### src/rtl/eth_irq_pkg.sv
package eth_irq_pkg;
  localparam logic [7:0] OFS_PMT  = 8'h2C;
  localparam logic [7:0] OFS_STAT = 8'h38;
  localparam logic [7:0] OFS_MASK = 8'h3C;
  localparam logic [7:0] OFS_TGT  = 8'h44;
  localparam logic [7:0] OFS_MRX  = 8'h48;
  localparam logic [7:0] OFS_MTX  = 8'h4C;

  localparam int B_PMT = 3;
  localparam int B_MMC = 4;
  localparam int B_MRX = 5;
  localparam int B_MTX = 6;
  localparam int B_TS  = 9;

  localparam int P_PD   = 0;
  localparam int P_MAG  = 5;
  localparam int P_WAKE = 6;
endpackage

### src/rtl/eth_irq_pmt.sv
module eth_irq_pmt
  import eth_irq_pkg::*;
#(
  parameter int DW = 32
) (
  input  logic          clk,
  input  logic          rst,
  input  logic          wr,
  input  logic          rd,
  input  logic [DW-1:0] wdata,
  input  logic          magic_i,
  input  logic          frame_i,
  output logic          pmt_st,
  output logic [DW-1:0] csr_val
);
  logic pd_q, mag_q, wk_q;

  always_ff @(posedge clk) begin
    if (rst) begin
      pd_q  <= 1'b0;
      mag_q <= 1'b0;
      wk_q  <= 1'b0;
    end else begin
      if (wr) pd_q <= wdata[P_PD];
      // a flag raised in the cycle of the clearing read survives it
      mag_q <= (pd_q & magic_i) | (mag_q & ~rd);
      wk_q  <= (pd_q & frame_i) | (wk_q & ~rd);
    end
  end

  assign pmt_st = mag_q | wk_q;

  always_comb begin
    csr_val         = '0;
    csr_val[P_PD]   = pd_q;
    csr_val[P_MAG]  = mag_q;
    csr_val[P_WAKE] = wk_q;
  end

  assert_pd_gate_R3: assert property (@(posedge clk) disable iff (rst)
    (!pd_q && !pmt_st) |=> !pmt_st);
  assert_rd_clear_R4: assert property (@(posedge clk) disable iff (rst)
    (rd && !(pd_q && (magic_i || frame_i))) |=> !pmt_st);
endmodule

### src/rtl/eth_irq_w1c.sv
module eth_irq_w1c #(
  parameter int N = 4
) (
  input  logic         clk,
  input  logic         rst,
  input  logic         wr,
  input  logic [N-1:0] wbits,
  input  logic [N-1:0] set_i,
  output logic [N-1:0] val_q,
  output logic         any_o
);
  logic [N-1:0] clr;
  assign clr = wr ? wbits : '0;

  always_ff @(posedge clk) begin
    if (rst) val_q <= '0;
    else     val_q <= (val_q & ~clr) | set_i;
  end

  assign any_o = |val_q;

  // a set pulse always lands, even against a clearing write
  assert_set_wins_R5: assert property (@(posedge clk) disable iff (rst)
    (|set_i) |=> ((val_q & $past(set_i)) == $past(set_i)));
endmodule

### src/rtl/eth_irq_tstamp.sv
module eth_irq_tstamp #(
  parameter int TW = 32
) (
  input  logic          clk,
  input  logic          rst,
  input  logic          wr_tgt,
  input  logic [TW-1:0] wdata_t,
  input  logic [TW-1:0] sys_time,
  input  logic          clr,
  output logic          ts_q,
  output logic [TW-1:0] tgt_q
);
  logic armed_q;
  logic hit;

  assign hit = armed_q && (sys_time >= tgt_q);

  always_ff @(posedge clk) begin
    if (rst) begin
      tgt_q   <= '0;
      armed_q <= 1'b0;
      ts_q    <= 1'b0;
    end else begin
      if (wr_tgt) begin
        tgt_q   <= wdata_t;
        armed_q <= 1'b1;
      end else if (hit) begin
        armed_q <= 1'b0;
      end
      ts_q <= hit | (ts_q & ~clr);
    end
  end

  assert_ts_set_R8: assert property (@(posedge clk) disable iff (rst)
    (armed_q && (sys_time >= tgt_q)) |=> ts_q);
  assert_ts_once_R8: assert property (@(posedge clk) disable iff (rst)
    (!armed_q && !wr_tgt && !ts_q) |=> !ts_q);
  assert_ts_clear_R9: assert property (@(posedge clk) disable iff (rst)
    (clr && ts_q && !(armed_q && (sys_time >= tgt_q))) |=> !ts_q);
endmodule

### src/rtl/eth_irq_hub.sv
module eth_irq_hub
  import eth_irq_pkg::*;
#(
  parameter int AW     = 8,
  parameter int DW     = 32,
  parameter int TIME_W = 32,
  parameter int MMC_N  = 4
) (
  input  logic              clk,
  input  logic              rst,
  input  logic              reg_wr,
  input  logic              reg_rd,
  input  logic [AW-1:0]     reg_addr,
  input  logic [DW-1:0]     reg_wdata,
  output logic [DW-1:0]     reg_rdata,
  input  logic              wake_magic,
  input  logic              wake_frame,
  input  logic [MMC_N-1:0]  mmc_rx_set,
  input  logic [MMC_N-1:0]  mmc_tx_set,
  input  logic [TIME_W-1:0] sys_time,
  output logic              irq
);
  localparam int NSRC = 2;
  localparam logic [DW-1:0] STAT_USED =
    DW'((1 << B_PMT) | (1 << B_MMC) | (1 << B_MRX) | (1 << B_MTX) | (1 << B_TS));

  logic sel_pmt, sel_stat, sel_mask, sel_tgt;
  assign sel_pmt  = (reg_addr == AW'(OFS_PMT));
  assign sel_stat = (reg_addr == AW'(OFS_STAT));
  assign sel_mask = (reg_addr == AW'(OFS_MASK));
  assign sel_tgt  = (reg_addr == AW'(OFS_TGT));

  logic              pmt_st;
  logic [DW-1:0]     pmt_val;
  logic              ts_st;
  logic [TIME_W-1:0] tgt_val;
  logic              mask_q;
  logic              irq_q;
  logic [DW-1:0]     rdata_q;
  logic [DW-1:0]     status;
  logic [DW-1:0]     rd_mux;

  logic [MMC_N-1:0] src_set [NSRC];
  logic [MMC_N-1:0] src_val [NSRC];
  logic [NSRC-1:0]  src_any;
  logic [NSRC-1:0]  src_sel;

  assign src_set[0] = mmc_rx_set;
  assign src_set[1] = mmc_tx_set;
  assign src_sel[0] = (reg_addr == AW'(OFS_MRX));
  assign src_sel[1] = (reg_addr == AW'(OFS_MTX));

  eth_irq_pmt #(.DW(DW)) u_pmt (
    .clk     (clk),
    .rst     (rst),
    .wr      (reg_wr && sel_pmt),
    .rd      (reg_rd && sel_pmt),
    .wdata   (reg_wdata),
    .magic_i (wake_magic),
    .frame_i (wake_frame),
    .pmt_st  (pmt_st),
    .csr_val (pmt_val)
  );

  genvar k;
  generate
    for (k = 0; k < NSRC; k++) begin : g_src
      eth_irq_w1c #(.N(MMC_N)) u_src (
        .clk   (clk),
        .rst   (rst),
        .wr    (reg_wr && src_sel[k]),
        .wbits (reg_wdata[MMC_N-1:0]),
        .set_i (src_set[k]),
        .val_q (src_val[k]),
        .any_o (src_any[k])
      );
    end
  endgenerate

  eth_irq_tstamp #(.TW(TIME_W)) u_ts (
    .clk      (clk),
    .rst      (rst),
    .wr_tgt   (reg_wr && sel_tgt),
    .wdata_t  (reg_wdata[TIME_W-1:0]),
    .sys_time (sys_time),
    .clr      (reg_rd && sel_stat),
    .ts_q     (ts_st),
    .tgt_q    (tgt_val)
  );

  always_comb begin
    status        = '0;
    status[B_PMT] = pmt_st;
    status[B_MRX] = src_any[0];
    status[B_MTX] = src_any[1];
    status[B_MMC] = |src_any;
    status[B_TS]  = ts_st;
  end

  always_comb begin
    rd_mux = '0;
    if (sel_pmt)    rd_mux = pmt_val;
    if (sel_stat)   rd_mux = status;
    if (sel_mask)   rd_mux[B_PMT] = mask_q;
    if (sel_tgt)    rd_mux = DW'(tgt_val);
    if (src_sel[0]) rd_mux = DW'(src_val[0]);
    if (src_sel[1]) rd_mux = DW'(src_val[1]);
  end

  always_ff @(posedge clk) begin
    if (rst) begin
      mask_q  <= 1'b0;
      irq_q   <= 1'b0;
      rdata_q <= '0;
    end else begin
      if (reg_wr && sel_mask) mask_q <= reg_wdata[B_PMT];
      irq_q   <= |(status & ~(DW'(mask_q) << B_PMT));
      rdata_q <= reg_rd ? rd_mux : '0;
    end
  end

  assign reg_rdata = rdata_q;
  assign irq       = irq_q;

  assert_rsvd_zero_R2: assert property (@(posedge clk) disable iff (rst)
    (reg_rd && sel_stat) |=> ((reg_rdata & ~STAT_USED) == '0));
  assert_mmc_sum_R7: assert property (@(posedge clk) disable iff (rst)
    status[B_MMC] == (status[B_MRX] || status[B_MTX]));
  assert_mask_pmt_R10: assert property (@(posedge clk) disable iff (rst)
    (mask_q && ((status & ~(DW'(1) << B_PMT)) == '0)) |=> !irq);
  assert_irq_ts_R11: assert property (@(posedge clk) disable iff (rst)
    status[B_TS] |=> irq);
  assert_idle_rdata_R12: assert property (@(posedge clk) disable iff (rst)
    !reg_rd |=> (reg_rdata == '0));
endmodule

### config.mk
export PLATFORM = sky130hd
export DESIGN_NAME = eth_irq_hub
export DESIGN_NICKNAME = d
export VERILOG_FILES = /design/src/rtl/eth_irq_pkg.sv /design/src/rtl/eth_irq_pmt.sv /design/src/rtl/eth_irq_w1c.sv /design/src/rtl/eth_irq_tstamp.sv /design/src/rtl/eth_irq_hub.sv
export SDC_FILE = /design/constraint.sdc
export NUM_CORES = 1
export LEC_CHECK = 0
export ABC_AREA = 1
export BUFFER_PORTS_ARGS = -buffer_cell sky130_fd_sc_hd__buf_2
export CORE_AREA = 2 2 93 95
export CTS_BUF_LIST = sky130_fd_sc_hd__clkbuf_4
export DETAILED_ROUTE_END_ITERATION = 12
export DIE_AREA = 0 0 95 97
export PLACE_DENSITY = 0.81
export SYNTH_ARGS = -nofsm -noshare
export SYNTH_HDL_FRONTEND = slang
export SYNTH_HIERARCHICAL = 1
export SYNTH_SLANG_ARGS = --single-unit
### constraint.sdc
create_clock -name clk -period 2.1 [get_ports clk]
set_input_delay 0.315 -clock clk [delete_from_list [all_inputs] [get_ports clk]]
set_output_delay 0.315 -clock clk [all_outputs]
set_load 0.01 [all_outputs]
Word-level counts from Yosys, hierarchy flattened
Index checks and enable logic that the tools add are counted. Widths: inputs -> output; s select.

Register bits after elaboration: 79. Output and inout port bits: 33. Logic and storage cells: 64. Input port bits: 86.

Eq/ne operators: 6. Mux-type cells: 10. Reduce and logical (&&, ||, !) cells: 15. Magnitude comparators: 1. Bitwise operators: 20.

Operators with widths (count): $mux 32 (2); $and 10x32->32 (1); $ge 32x32->1 (1); $not 4->32 (1); $reduce_or 32->1 (1); $eq 8x6->1 const B (3); $eq 8x7->1 const B (3); $mux 4 (4); $reduce_or 4->1 (3); $and 4x4->4 (2); $logic_and 1x1->1 (8); $not 4->4 (2); $or 4x4->4 (2); $reduce_or 8->1 (1); $mux 7 (1); $and 1x1->1 (5); $or 1x1->1 (4); $mux 1 (3); $not 1->1 (3); $reduce_bool 2->1 (1); $reduce_or 2->1 (1).

Longest topological paths before layout
Word-level depth: 7. Gate-level depth with buffers: 15. Gate-level depth less buffers: 15.

Cells and area by module
The synthesis kept the hierarchy.

Modules (own cells, without submodules): eth_irq_tstamp (seq. area each 680.7 um2, area each 1978.1 um2, times used 1, cells an instance 255); eth_irq_hub (seq. area each 680.7 um2, area each 1799.2 um2, times used 1, cells an instance 223); eth_irq_pmt (seq. area each 60.1 um2, area each 355.3 um2, times used 1, cells an instance 48); eth_irq_w1c (seq. area each 80.1 um2, area each 156.4 um2, times used 2, cells an instance 23).

Worst setup path before layout
Ideal clock, no wire load.

Path type: input-to-reg. From: in reg_addr[0]. To: reg u_ts.tgt_q[18]. Arrival time: 1.579 ns. Library setup time: 0.086 ns. Slack: 0.435 ns. Stages on the path: 10. Cells stage by stage: inv_2 > nand2_4 > nor2_2 > nand2_2 > buf_6 > buf_6 > nor2_1 > inv_2 > clkbuf_1 > a211oi_1.

Longest elaborated chain between the ends: 2.

RTL lines: from (decl) (RTL line eth_irq_hub.sv:13) `input logic [AW-1:0] reg_addr,`; $eq 8x7->1 (RTL line eth_irq_hub.sv:31) `assign sel_tgt = (reg_addr == AW'(OFS_TGT));`; $logic_and 1x1->1 (RTL line eth_irq_hub.sv:83) `.wr_tgt (reg_wr && sel_tgt),`; to (signal assigned) (RTL line eth_irq_tstamp.sv:25) `tgt_q <= wdata_t;`; to (decl) (RTL line eth_irq_tstamp.sv:11) `output logic [TW-1:0] tgt_q`.

No other way between the ends. A chain may end at the register's enable or synchronous reset.

Final worst setup path
From: reg u_ts.tgt_q[5]. To: reg u_ts.ts_q.

Longest elaborated chain between the ends: 3.

RTL lines: $ge 32x32->1 (RTL line eth_irq_tstamp.sv:16) `assign hit = armed_q && (sys_time >= tgt_q);`; $logic_and 1x1->1 (RTL line eth_irq_tstamp.sv:16); $or 1x1->1 (RTL line eth_irq_tstamp.sv:30) `ts_q <= hit | (ts_q & ~clr);`; to (signal assigned) (RTL line eth_irq_tstamp.sv:30); to (decl) (RTL line eth_irq_tstamp.sv:10) `output logic ts_q,`.

No other way between the ends.

==> metrics.txt <==
status=finished, final reports clean; Die W=95 um; Worst path top cell family by delay=simple AND/OR/NAND/NOR gates; final net count=799; Cells after Synth=572; Distinct cells, synth=31; Tot GR Track Use=21.5%; Arr. time, crit path=1.98 ns; area growth from synthesis to layout=14.9%; # setup viols final=0; grt ovf=0; # H-tree levels=3; DIE HEIGHT=97 um; Rows=33; Initial DRC Count=195; Async SR Flop Fraction=0%; Fillers=728; Resize count post-CTS=0; r2r setup slk=0.47 ns; cell mode on critical path=nand2_1; largest family of logic cells by synthesized area=simple AND/OR/NAND/NOR gates; post-layout minimum cycle time=1.63 ns; Compound-Gate Fraction of Synth Area=19.1%; routability cong.=0.881; worst hold slack=0.121 ns; Seq. cell area=0.00158 sq mm; register bit total from synthesis=79; met1 GRT Util=29.0%; first-pass GRT wire length=16000 um; Yosys warning count=6; leakage power=2.39 nW; via-per-instance ratio=4.92; CP Cell Sequence=inv_1 > ha_1 > nand2_1 > inv_1 > nand2_2 > nor2_2 > nor2_1 > nand2_1 > nand2_1 > nand2_1 > nand2_1 > nand2_1 > nand2_1 > a21oi_2; Max-slew headroom=49.2%; met3 usage=3.12%; Antenna Nets Post-Route=0; total clock sinks=79; DP HPWL=7370 um; number of flops mapped to enable cells by yosys=0; Non-Filler Instances=791; synthesized area per cell=7.77 sq um; Total Wirelength=9880 um; Core Box Area=0.00813 sq mm; Largest stage delay, worst path=0.38 ns; Num CTS Buffers=9; vias in the first global route=3648; Primary FF master, synth=dfxtp_1; Seq/Total Area, Yosys=35.6%; CP startpoint kind=flop; met2 usage=35.2%; WP buf/inv=2; Crit Path Class=reg -> reg; Initial Util=54.7%; largest net degree at the start of global routing=57; Fin. Hold Viols=0; clk_lat worst skew=0.42 ns; num ports=119; CTS tree=done; Setup TNS Final=0 ns; Post-Synth Adder-Cell Area=9.01%; gr busiest metal=met2; Port Buffer Count=118; maximum vdd drop=0.441 mV; Multi-input gate area=0.00230 sq mm; clock root buffer=clkbuf_4; Via Count=3894; DRC violation count after routing=0; clock buffer depth=2; DRT Pass-1 Iters=5; XOR/XNOR share of the synthesized area=0%; Die Area=0.00922 sq mm; clk slew on worst S/H paths=0.13 ns; mapped cell area=0.00445 sq mm; Cells after DPL=775; fmax=0.613 GHz; Max FO, Critical Path=2; RSZ-0062 raised after global routing=no; Max Clock Skew=0.0167 ns; mux share of post-synthesis cell area=0%; slowest CP cell=dfxtp_1; Synth Area in Simple Gates=21.1%; Setup crit end kind=flop; share of layout cells above drive strength 1=29.4%; postcts setup bufs=0; Worst Tran Pin Value=0.761 ns; routed len/inst=12.5 um; # hold bufs at CTS=0; Inserted Diodes=0; pwr/cell area=586 mW/mm^2; Max Slew Vio Count=0; fin crit share=77.6%; Max-cap violations=0; initial antenna violation count=0; worst hold path class=in -> reg; CP required=2.45 ns
==> area by class of cell <==
cell class | instances | share of cell area [%]
clock inverter | 7 | 2.35
tap | 105 | 2.57
timing repair buffer | 123 | 12.5
multi-input combinational | 397 | 45.0
clock buffer | 9 | 1.32
inverter | 71 | 5.29
sequential | 79 | 31.0
==> metrics by stage <==
stage | total power, mW | setup WS (ns) | utilization, % | cell area, sq um
3_3_place_gp | 1.85 | 0.391 | 60.5 | 4920
6_report | 3.00 | 0.470 | 62.8 | 5110
4_1_cts | 3.01 | 0.455 | 62.8 | 5110
3_5_place_dp | 1.86 | 0.343 | 60.5 | 4920
2_1_floorplan | 1.77 | 0.435 | - | 4550
5_1_grt | 3.12 | 0.274 | 62.8 | 5110
==> worst min-delay path: cells and delay by family <==
| kind | cells | cell delay [ns] |
|---|---|---|
| buffers and inverters | 2 | 0.13 |
| AOI/OAI and AO/OA | 1 | 0.05 |
==> routing by layer <==
metal	up-vias	routed length (um)
met2	118	4640
met1	1742	4580
met4	0	137
met5	-	0
li1	2021	-
met3	13	525
==> placed cells by master, fill, tap and decap left out, types with 6 or more instances in the layout <==
master and n:
nand3_1 17, inv_2 7, clkbuf_4 9, conb_1 29
a211oi_1 31, nand2_4 6, nor2_1 62, a21oi_2 19
o21ai_0 12, buf_2 118, ha_1 32, dfxtp_1 79
inv_1 62, a21oi_1 38, o21ai_2 19, nand2_1 109
==> where the power goes <==
part / switching (mW) / internal (mW) / total, mW / leakage, nW
Sequential: 0.0100 / 1.51 / 1.52 / 0.639
Combinational: 0.173 / 0.133 / 0.305 / 1.65
Clock: 0.559 / 0.607 / 1.17 / 0.0981
Total: 0.742 / 2.25 / 3.00 / 2.39
==> cell families (layout without fill, tap and decap cells) <==
group,after synthesis,after routing
AOI/OAI and AO/OA,124,124
adders and majority gates,32,32
buffers and inverters,124,210
DFF,79,79
other,1,29
and+or+nand+nor,212,212
==> final timing paths <==
path | from | endpoint | depth (start not counted)
hold / removal | mmc_tx_set[3] | g_src[1].u_src/val_q[3] | 3
setup reg to reg | u_ts/tgt_q[5] | u_ts/ts_q | 14
setup / recovery | u_ts/tgt_q[5] | u_ts/ts_q | 14
hold reg to reg | g_src[1].u_src/val_q[0] | reg_rdata[0] | 2
==> synthesized netlist by cell type (2+ instances only) <==
master | number | area (sq um)
a211oi_1 | 31 | 233
a21oi_1 | 38 | 190
a21oi_2 | 19 | 166
buf_12 | 2 | 40.0
buf_2 | 5 | 25.0
buf_4 | 34 | 255
buf_6 | 5 | 56.3
clkbuf_1 | 7 | 26.3
dfxtp_1 | 79 | 1580
ha_1 | 32 | 400
inv_1 | 62 | 233
inv_2 | 7 | 26.3
nand2_1 | 109 | 409
nand2_2 | 4 | 25.0
nand2_4 | 6 | 67.6
nand3_1 | 17 | 85.1
nand4_1 | 4 | 25.0
nor2_1 | 62 | 233
nor2_2 | 4 | 25.0
nor2_8 | 2 | 40.0
nor3_1 | 2 | 10.0
o21a_1 | 2 | 15.0
o21ai_0 | 12 | 60.1
o21ai_1 | 2 | 10.0
o21ai_2 | 19 | 166
Note: power is estimated with default switching activity, not from simulation.
